[config.mk]
export PLATFORM = sky130hd
export DESIGN_NAME = panel_init_seq
export DESIGN_NICKNAME = d
export VERILOG_FILES = /design/src/rtl/panel_init_pkg.sv /design/src/rtl/spi_frame_tx.sv /design/src/rtl/panel_init_seq.sv
export SDC_FILE = /design/constraint.sdc
export NUM_CORES = 1
export LEC_CHECK = 0
export CORE_MARGIN = 10
export CORE_UTILIZATION = 50
export CTS_CLUSTER_DIAMETER = 60
export CTS_CLUSTER_SIZE = 10
export DETAILED_ROUTE_END_ITERATION = 6
export PLACE_DENSITY = 0.76
export SLEW_MARGIN = 20
export SYNTH_ARGS = -nofsm -noshare
export SYNTH_HDL_FRONTEND = slang
export SYNTH_SLANG_ARGS = --single-unit
[constraint.sdc]
create_clock -name clk -period 3.8 [get_ports clk]
set_input_delay 0.38 -clock clk [delete_from_list [all_inputs] [get_ports clk]]
set_output_delay 0.38 -clock clk [all_outputs]
set_load 0.05 [all_outputs]
[src/rtl/panel_init_pkg.sv]
package panel_init_pkg;

    localparam int TBL_N  = 24;
    localparam int PTR_W  = $clog2(TBL_N);
    localparam int FRM_W  = 24;

    typedef struct packed {
        logic [6:0]  addr;
        logic [15:0] data;
    } reg_pair_t;

    typedef enum logic [2:0] {
        S_IDLE,
        S_IDX_GO,
        S_IDX_WAIT,
        S_VAL_GO,
        S_VAL_WAIT,
        S_DONE,
        S_READY
    } seq_state_t;

    typedef enum logic [1:0] {
        T_IDLE,
        T_SHIFT,
        T_GAP
    } tx_state_t;

    function automatic reg_pair_t pair_at(input logic [PTR_W-1:0] i);
        reg_pair_t p;
        unique case (i)
            5'd0:    p = '{7'h01, 16'h6300};
            5'd1:    p = '{7'h02, 16'h0200};
            5'd2:    p = '{7'h03, 16'h0177};
            5'd3:    p = '{7'h04, 16'h04C7};
            5'd4:    p = '{7'h05, 16'hFFC0};
            5'd5:    p = '{7'h06, 16'hE806};
            5'd6:    p = '{7'h0A, 16'h4008};
            5'd7:    p = '{7'h0B, 16'h0000};
            5'd8:    p = '{7'h0D, 16'h0030};
            5'd9:    p = '{7'h0E, 16'h2800};
            5'd10:   p = '{7'h0F, 16'h0000};
            5'd11:   p = '{7'h16, 16'h9F80};
            5'd12:   p = '{7'h17, 16'h0A0F};
            5'd13:   p = '{7'h1E, 16'h00C1};
            5'd14:   p = '{7'h30, 16'h0300};
            5'd15:   p = '{7'h31, 16'h0007};
            5'd16:   p = '{7'h32, 16'h0000};
            5'd17:   p = '{7'h33, 16'h0000};
            5'd18:   p = '{7'h34, 16'h0707};
            5'd19:   p = '{7'h35, 16'h0004};
            5'd20:   p = '{7'h36, 16'h0302};
            5'd21:   p = '{7'h37, 16'h0202};
            5'd22:   p = '{7'h3A, 16'h0A0D};
            5'd23:   p = '{7'h3B, 16'h0806};
            default: p = '{7'h00, 16'h0000};
        endcase
        return p;
    endfunction

endpackage

[src/rtl/spi_frame_tx.sv]
module spi_frame_tx
    import panel_init_pkg::*;
#(
    parameter int HALF_DIV = 2,
    parameter int GAP_SCLK = 2
) (
    input  logic             clk,
    input  logic             rst_n,
    input  logic             go,
    input  logic [FRM_W-1:0] frame,
    output logic             sclk,
    output logic             mosi,
    output logic             cs_n,
    output logic             fin
);

    localparam int GAP_CYC = 2 * HALF_DIV * GAP_SCLK;
    localparam int DIV_W   = $clog2(HALF_DIV + 1);
    localparam int BIT_W   = $clog2(FRM_W);
    localparam int GAP_W   = $clog2(GAP_CYC + 1);

    tx_state_t        st;
    logic [FRM_W-1:0] sreg;
    logic [DIV_W-1:0] div;
    logic [BIT_W-1:0] bitc;
    logic [GAP_W-1:0] gcnt;

    always_ff @(posedge clk) begin
        if (!rst_n) begin
            st   <= T_IDLE;
            sreg <= '0;
            div  <= '0;
            bitc <= '0;
            gcnt <= '0;
            sclk <= 1'b0;
            cs_n <= 1'b1;
        end else begin
            unique case (st)
                T_IDLE: begin
                    if (go) begin
                        sreg <= frame;
                        cs_n <= 1'b0;
                        div  <= '0;
                        bitc <= '0;
                        st   <= T_SHIFT;
                    end
                end
                T_SHIFT: begin
                    if (div == DIV_W'(HALF_DIV - 1)) begin
                        div  <= '0;
                        sclk <= ~sclk;
                        if (sclk) begin
                            if (bitc == BIT_W'(FRM_W - 1)) begin
                                cs_n <= 1'b1;
                                gcnt <= '0;
                                st   <= T_GAP;
                            end else begin
                                bitc <= bitc + 1'b1;
                                sreg <= {sreg[FRM_W-2:0], 1'b0};
                            end
                        end
                    end else begin
                        div <= div + 1'b1;
                    end
                end
                T_GAP: begin
                    if (gcnt == GAP_W'(GAP_CYC - 1)) st <= T_IDLE;
                    else                             gcnt <= gcnt + 1'b1;
                end
                default: st <= T_IDLE;
            endcase
        end
    end

    always_comb begin
        mosi = sreg[FRM_W-1];
        fin  = (st == T_GAP) && (gcnt == GAP_W'(GAP_CYC - 1));
    end

    // Checker state: cycles CS_n has been high, saturating
    logic [GAP_W-1:0] hi_cnt;
    always_ff @(posedge clk) begin
        if (!rst_n)    hi_cnt <= GAP_W'(GAP_CYC);
        else if (!cs_n) hi_cnt <= '0;
        else if (hi_cnt != GAP_W'(GAP_CYC)) hi_cnt <= hi_cnt + 1'b1;
    end

    // MOSI held while SCLK high inside a frame
    p_mosi_stable_r4: assert property (@(posedge clk) disable iff (!rst_n)
        (!cs_n && sclk && $past(sclk) && !$past(cs_n)) |-> $stable(mosi));

    // frame begins with SCLK low
    p_start_low_r4: assert property (@(posedge clk) disable iff (!rst_n)
        $fell(cs_n) |-> !sclk);

    // CS_n high long enough before a new frame
    p_cs_gap_r5: assert property (@(posedge clk) disable iff (!rst_n)
        (st == T_IDLE && go) |-> (hi_cnt >= GAP_W'(GAP_CYC)));

endmodule

[src/rtl/panel_init_seq.sv]
module panel_init_seq
    import panel_init_pkg::*;
#(
    parameter int HALF_DIV = 2,
    parameter int GAP_SCLK = 2
) (
    input  logic clk,
    input  logic rst_n,
    input  logic start,
    input  logic en_req,
    input  logic dis_req,
    output logic sclk,
    output logic mosi,
    output logic cs_n,
    output logic pnl_en,
    output logic busy,
    output logic done
);

    localparam logic [7:0] LEAD_ADDR = 8'h70;
    localparam logic [7:0] LEAD_DATA = 8'h72;

    seq_state_t       state, nxt;
    logic [PTR_W-1:0] ptr;
    logic             tx_go, tx_fin, last;
    logic [FRM_W-1:0] tx_frame;
    reg_pair_t        cur;

    assign cur  = pair_at(ptr);
    assign last = (ptr == PTR_W'(TBL_N - 1));

    // state register
    always_ff @(posedge clk) begin
        if (!rst_n) state <= S_IDLE;
        else        state <= nxt;
    end

    always_comb begin
        nxt = state;
        unique case (state)
            S_IDLE:     if (start) nxt = S_IDX_GO;
            S_IDX_GO:   nxt = S_IDX_WAIT;
            S_IDX_WAIT: if (tx_fin) nxt = S_VAL_GO;
            S_VAL_GO:   nxt = S_VAL_WAIT;
            S_VAL_WAIT: if (tx_fin) nxt = last ? S_DONE : S_IDX_GO;
            S_DONE:     nxt = S_READY;
            S_READY:    if (start) nxt = S_IDX_GO;
            default:    nxt = S_IDLE;
        endcase
    end

    // table pointer and panel enable
    always_ff @(posedge clk) begin
        if (!rst_n) begin
            ptr    <= '0;
            pnl_en <= 1'b0;
        end else begin
            if ((state == S_IDLE || state == S_READY) && start)
                ptr <= '0;
            else if (state == S_VAL_WAIT && tx_fin && !last)
                ptr <= ptr + 1'b1;

            if (state != S_READY || start) pnl_en <= 1'b0;
            else if (dis_req)              pnl_en <= 1'b0;
            else if (en_req)               pnl_en <= 1'b1;
        end
    end

    // outputs
    always_comb begin
        tx_go    = (state == S_IDX_GO) || (state == S_VAL_GO);
        tx_frame = (state == S_VAL_GO)
                 ? {LEAD_DATA, cur.data}
                 : {LEAD_ADDR, 8'h00, 1'b0, cur.addr};
        busy     = (state == S_IDX_GO) || (state == S_IDX_WAIT) ||
                   (state == S_VAL_GO) || (state == S_VAL_WAIT);
        done     = (state == S_DONE);
    end

    spi_frame_tx #(
        .HALF_DIV (HALF_DIV),
        .GAP_SCLK (GAP_SCLK)
    ) u_tx (
        .clk   (clk),
        .rst_n (rst_n),
        .go    (tx_go),
        .frame (tx_frame),
        .sclk  (sclk),
        .mosi  (mosi),
        .cs_n  (cs_n),
        .fin   (tx_fin)
    );

    // panel enable low while init runs
    p_en_low_busy_r8: assert property (@(posedge clk) disable iff (!rst_n)
        busy |-> !pnl_en);

    // done lasts one cycle and never overlaps busy
    p_done_single_r7: assert property (@(posedge clk) disable iff (!rst_n)
        done |=> !done);
    p_done_idle_r7: assert property (@(posedge clk) disable iff (!rst_n)
        done |-> !busy);

    // start during a run does not restart the table
    p_start_ignored_r6: assert property (@(posedge clk) disable iff (!rst_n)
        (busy && start && ptr != '0) |=> (ptr != '0));

    // enable request in ready state takes effect
    p_enable_r9: assert property (@(posedge clk) disable iff (!rst_n)
        (state == S_READY && en_req && !dis_req && !start) |=> pnl_en);
    p_disable_r9: assert property (@(posedge clk) disable iff (!rst_n)
        (state == S_READY && dis_req) |=> !pnl_en);

endmodule

==> metrics.txt <==
met3 Usage GRT=0.0428; detail-routed net length per standard cell=about 14 um; area of the die=roughly 11000 sq um; total CTS buffers=9; Critical R2R Capture=cur[9]; Critical Setup Path Class=register to register; Peak Freq=approximately 0.31 GHz; Area growth, synth to finish=11.2%; worst hold path startpoint=u_tx.sreg[3]; proportion of register bits with asynchronous set or reset after synthesis=0; antenna cell count=0; setup total negative slack=0 ps; WP data required=4030 ps; final worst path period share=0.853; post-synthesis sequential element count=between 60 and 70; quantity of gates resized following cts=0; Net count, final=416; placed wire-length estimate after detailed placement=approximately 4.9 mm; number of buffers inserted by hold repair at cts=0; number of enable-type register cells in the synthesized netlist=0; final worst clock skew=around 7.8 ps; total global routing overflow=0; startpoint of the worst register-to-register path=u_tx.st[0]; Worst setup EP type=register; max-cap violations=0; later-pin clock latency in the skew report=~340 ps; count of cell types in the netlist=63; total via count after detailed routing=2777; most common cell after layout, fill and taps aside=sky130_fd_sc_hd__dfxtp_1; CTS tree=yes; total global-route track usage=0.131; peak ir drop on the vdd network=roughly 0.29 mV; pins over their slew limit=0; outcome=complete, no violations; Filler cells=624; Vias/cell=roughly 5.6; Finished Layout Cells=493; buffer cell driving the clock tree root=sky130_fd_sc_hd__clkbuf_8; Slew @ Worst Pin=between 900 and 1000 ps; floorplan die height=104 um; Sink Count=69; number of antenna violations at the first check in global routing=0; worst reg-to-reg setup slack=560 ps; terminating pin of the worst hold path=u_tx.sreg[3]; Period minus WS final=around 3200 ps; vias in the first global route=2637; CTS max path bufs=2; Avg Cell Area, Syn=~9.1 sq um; global routing met2 resource utilization=0.205; post-CTS setup buffer count=0; placed cell count=477; netlist area before placement=approximately 3500 sq um; net count after synthesis=just over 400; R2R depth=10; first-pass iteration count of the detailed router=5; FP Rows=30; top library cells by usage in the layout, fill and taps aside=69 x sky130_fd_sc_hd__dfxtp_1, 44 x sky130_fd_sc_hd__nand2_1, 20 x sky130_fd_sc_hd__nor2b_1, 19 x sky130_fd_sc_hd__ha_1; I/O pin count=11; post-detailed-route count of antenna-violating nets=0; most utilized layer in the global route result=met2; global routing met1 resource utilization=0.160; H-Tree Depth=3; Power Dens Cells=488 nW/um^2; wire length of the first global-routing pass=between 10 and 15 mm; Hold Path Depth=2; Routed WL=~7.1 mm; pin count of the biggest net entering global routing=44; share of the yosys chip area belonging to registers=0.391; predominant post-synthesis flop cell=sky130_fd_sc_hd__dfxtp_1; Die Wd=104 um; number of port buffers=10; final routed DRC violation total=0; Arr. time, crit path=3470 ps; slew margin rel.=0.400; final design instance area without fill=around 3900 sq um; post-layout utilization of the core=0.575; Max Fanout on Critical Path=10; Initial Utilization=0.516; RSZ-0062 raised after global routing=no; instance area at placement=3680 sq um; Final Hold Violating Endpoints=0; CP startpoint kind=register; clock transition at the registers of the reported paths=70 ps; Leak Pwr=about 1.6 nW; cell count after synthesis=387; min-delay worst type=register to register; DRC violation total after the first TritonRoute iteration=228; share of layout cells above drive strength 1=0.101; gpl congestion=0.937; final setup vio count=0; yosys warns=0; area inside the core boundary=6830 sq um
## where the power goes
group	leakage [nW]	total [mW]	switching, mW	internal [mW]
combinational	0.911	0.382	0.237	0.145
sequential	0.559	0.820	0.0377	0.783
clock	0.121	0.715	0.262	0.453
## cell type report
class / instances / area (sq um) / share of cell area
Clock buffer: 12 / 145 / 0.0370
Clock inverter: 4 / 95.1 / 0.0242
Inverter: 19 / 71.3 / 0.0182
Multi-Input combinational cell: 279 / 1980 / 0.505
Sequential cell: 69 / 1380 / 0.352
Tap cell: 96 / 120 / 0.0306
Timing Repair Buffer: 14 / 130 / 0.0332
## metrics by stage
stage               setup WS, ps  hold WS [ps]  power, mW
floorplan                   1050           444       1.14
detailed placement           647           464       1.22
global route                 284           482       2.02
CTS                          634           474       1.93
finish                       560           471       1.92
global placement             763           453       1.20
## worst max path at each step
stage / end / depth (start not counted) / slack [ps] / start
after floorplan: cur[9] / 11 / 1050 / u_tx.st[0]
after global placement: cur[9] / 9 / 760 / start
after detailed placement: cur[9] / 10 / 650 / u_tx.st[0]
after CTS: cur[9] / 10 / 630 / u_tx.st[0]
after global routing: cur[9] / 10 / 280 / u_tx.st[0]
final: cur[9] / 10 / 560 / u_tx.st[0]
## metal layers
metal,vias to the layer above,part of all wire
li1,1402,-
met2,61,0.46
met5,-,0
met4,0,0.027
met1,1294,0.47
met3,20,0.045
## Yosys cell counts (6+ instances only)
master                     number  area share
sky130_fd_sc_hd__a22oi_1       10       0.021
sky130_fd_sc_hd__nor2_1        16       0.017
sky130_fd_sc_hd__inv_1         17       0.018
sky130_fd_sc_hd__ha_1          19       0.067
sky130_fd_sc_hd__mux2i_1       10       0.028
sky130_fd_sc_hd__o211a_1       12       0.034
sky130_fd_sc_hd__nand3_1        8       0.011
sky130_fd_sc_hd__nand3b_1       6       0.013
sky130_fd_sc_hd__o311ai_0      11       0.027
sky130_fd_sc_hd__a21boi_0       6       0.013
sky130_fd_sc_hd__a21oi_1       18       0.026
sky130_fd_sc_hd__and2_1         7       0.012
sky130_fd_sc_hd__nor2b_1       20       0.035
sky130_fd_sc_hd__o21ai_0       18       0.026
sky130_fd_sc_hd__clkbuf_1      14       0.015
sky130_fd_sc_hd__nand2_1       44       0.047
sky130_fd_sc_hd__dfxtp_1       69        0.39
## flip-flops by register name, summed over array words and instances, names as in the netlist
register and flops:
cur 21, u_tx.div 2, u_tx.sclk 1, u_tx.bitc 5, u_tx.sreg 24, u_tx.gcnt 4
ptr 5, u_tx.cs_n 1, state 3, u_tx.st 2, pnl_en 1
## cell families after synthesis
kind of cell / Yosys count / synth area share
DFF: 69 / 0.391
and+or+nand+nor: 130 / 0.203
buffers and inverters: 39 / 0.0468
AOI/OAI and AO/OA: 110 / 0.233
muxes: 13 / 0.0387
xor gates and xnor gates: 7 / 0.0195
adders and majority gates: 19 / 0.0674
## critical path: stages, from the launching register on
cell,delay (ps)
sky130_fd_sc_hd__dfxtp_1,360
sky130_fd_sc_hd__inv_1,90
sky130_fd_sc_hd__ha_1,270
sky130_fd_sc_hd__nand4b_1,330
sky130_fd_sc_hd__o31ai_1,150
sky130_fd_sc_hd__a21oi_1,690
sky130_fd_sc_hd__inv_1,340
sky130_fd_sc_hd__ha_1,380
sky130_fd_sc_hd__nor2_1,160
sky130_fd_sc_hd__o22ai_1,80
sky130_fd_sc_hd__a211o_1,290
Note: power is estimated with default switching activity, not from simulation.
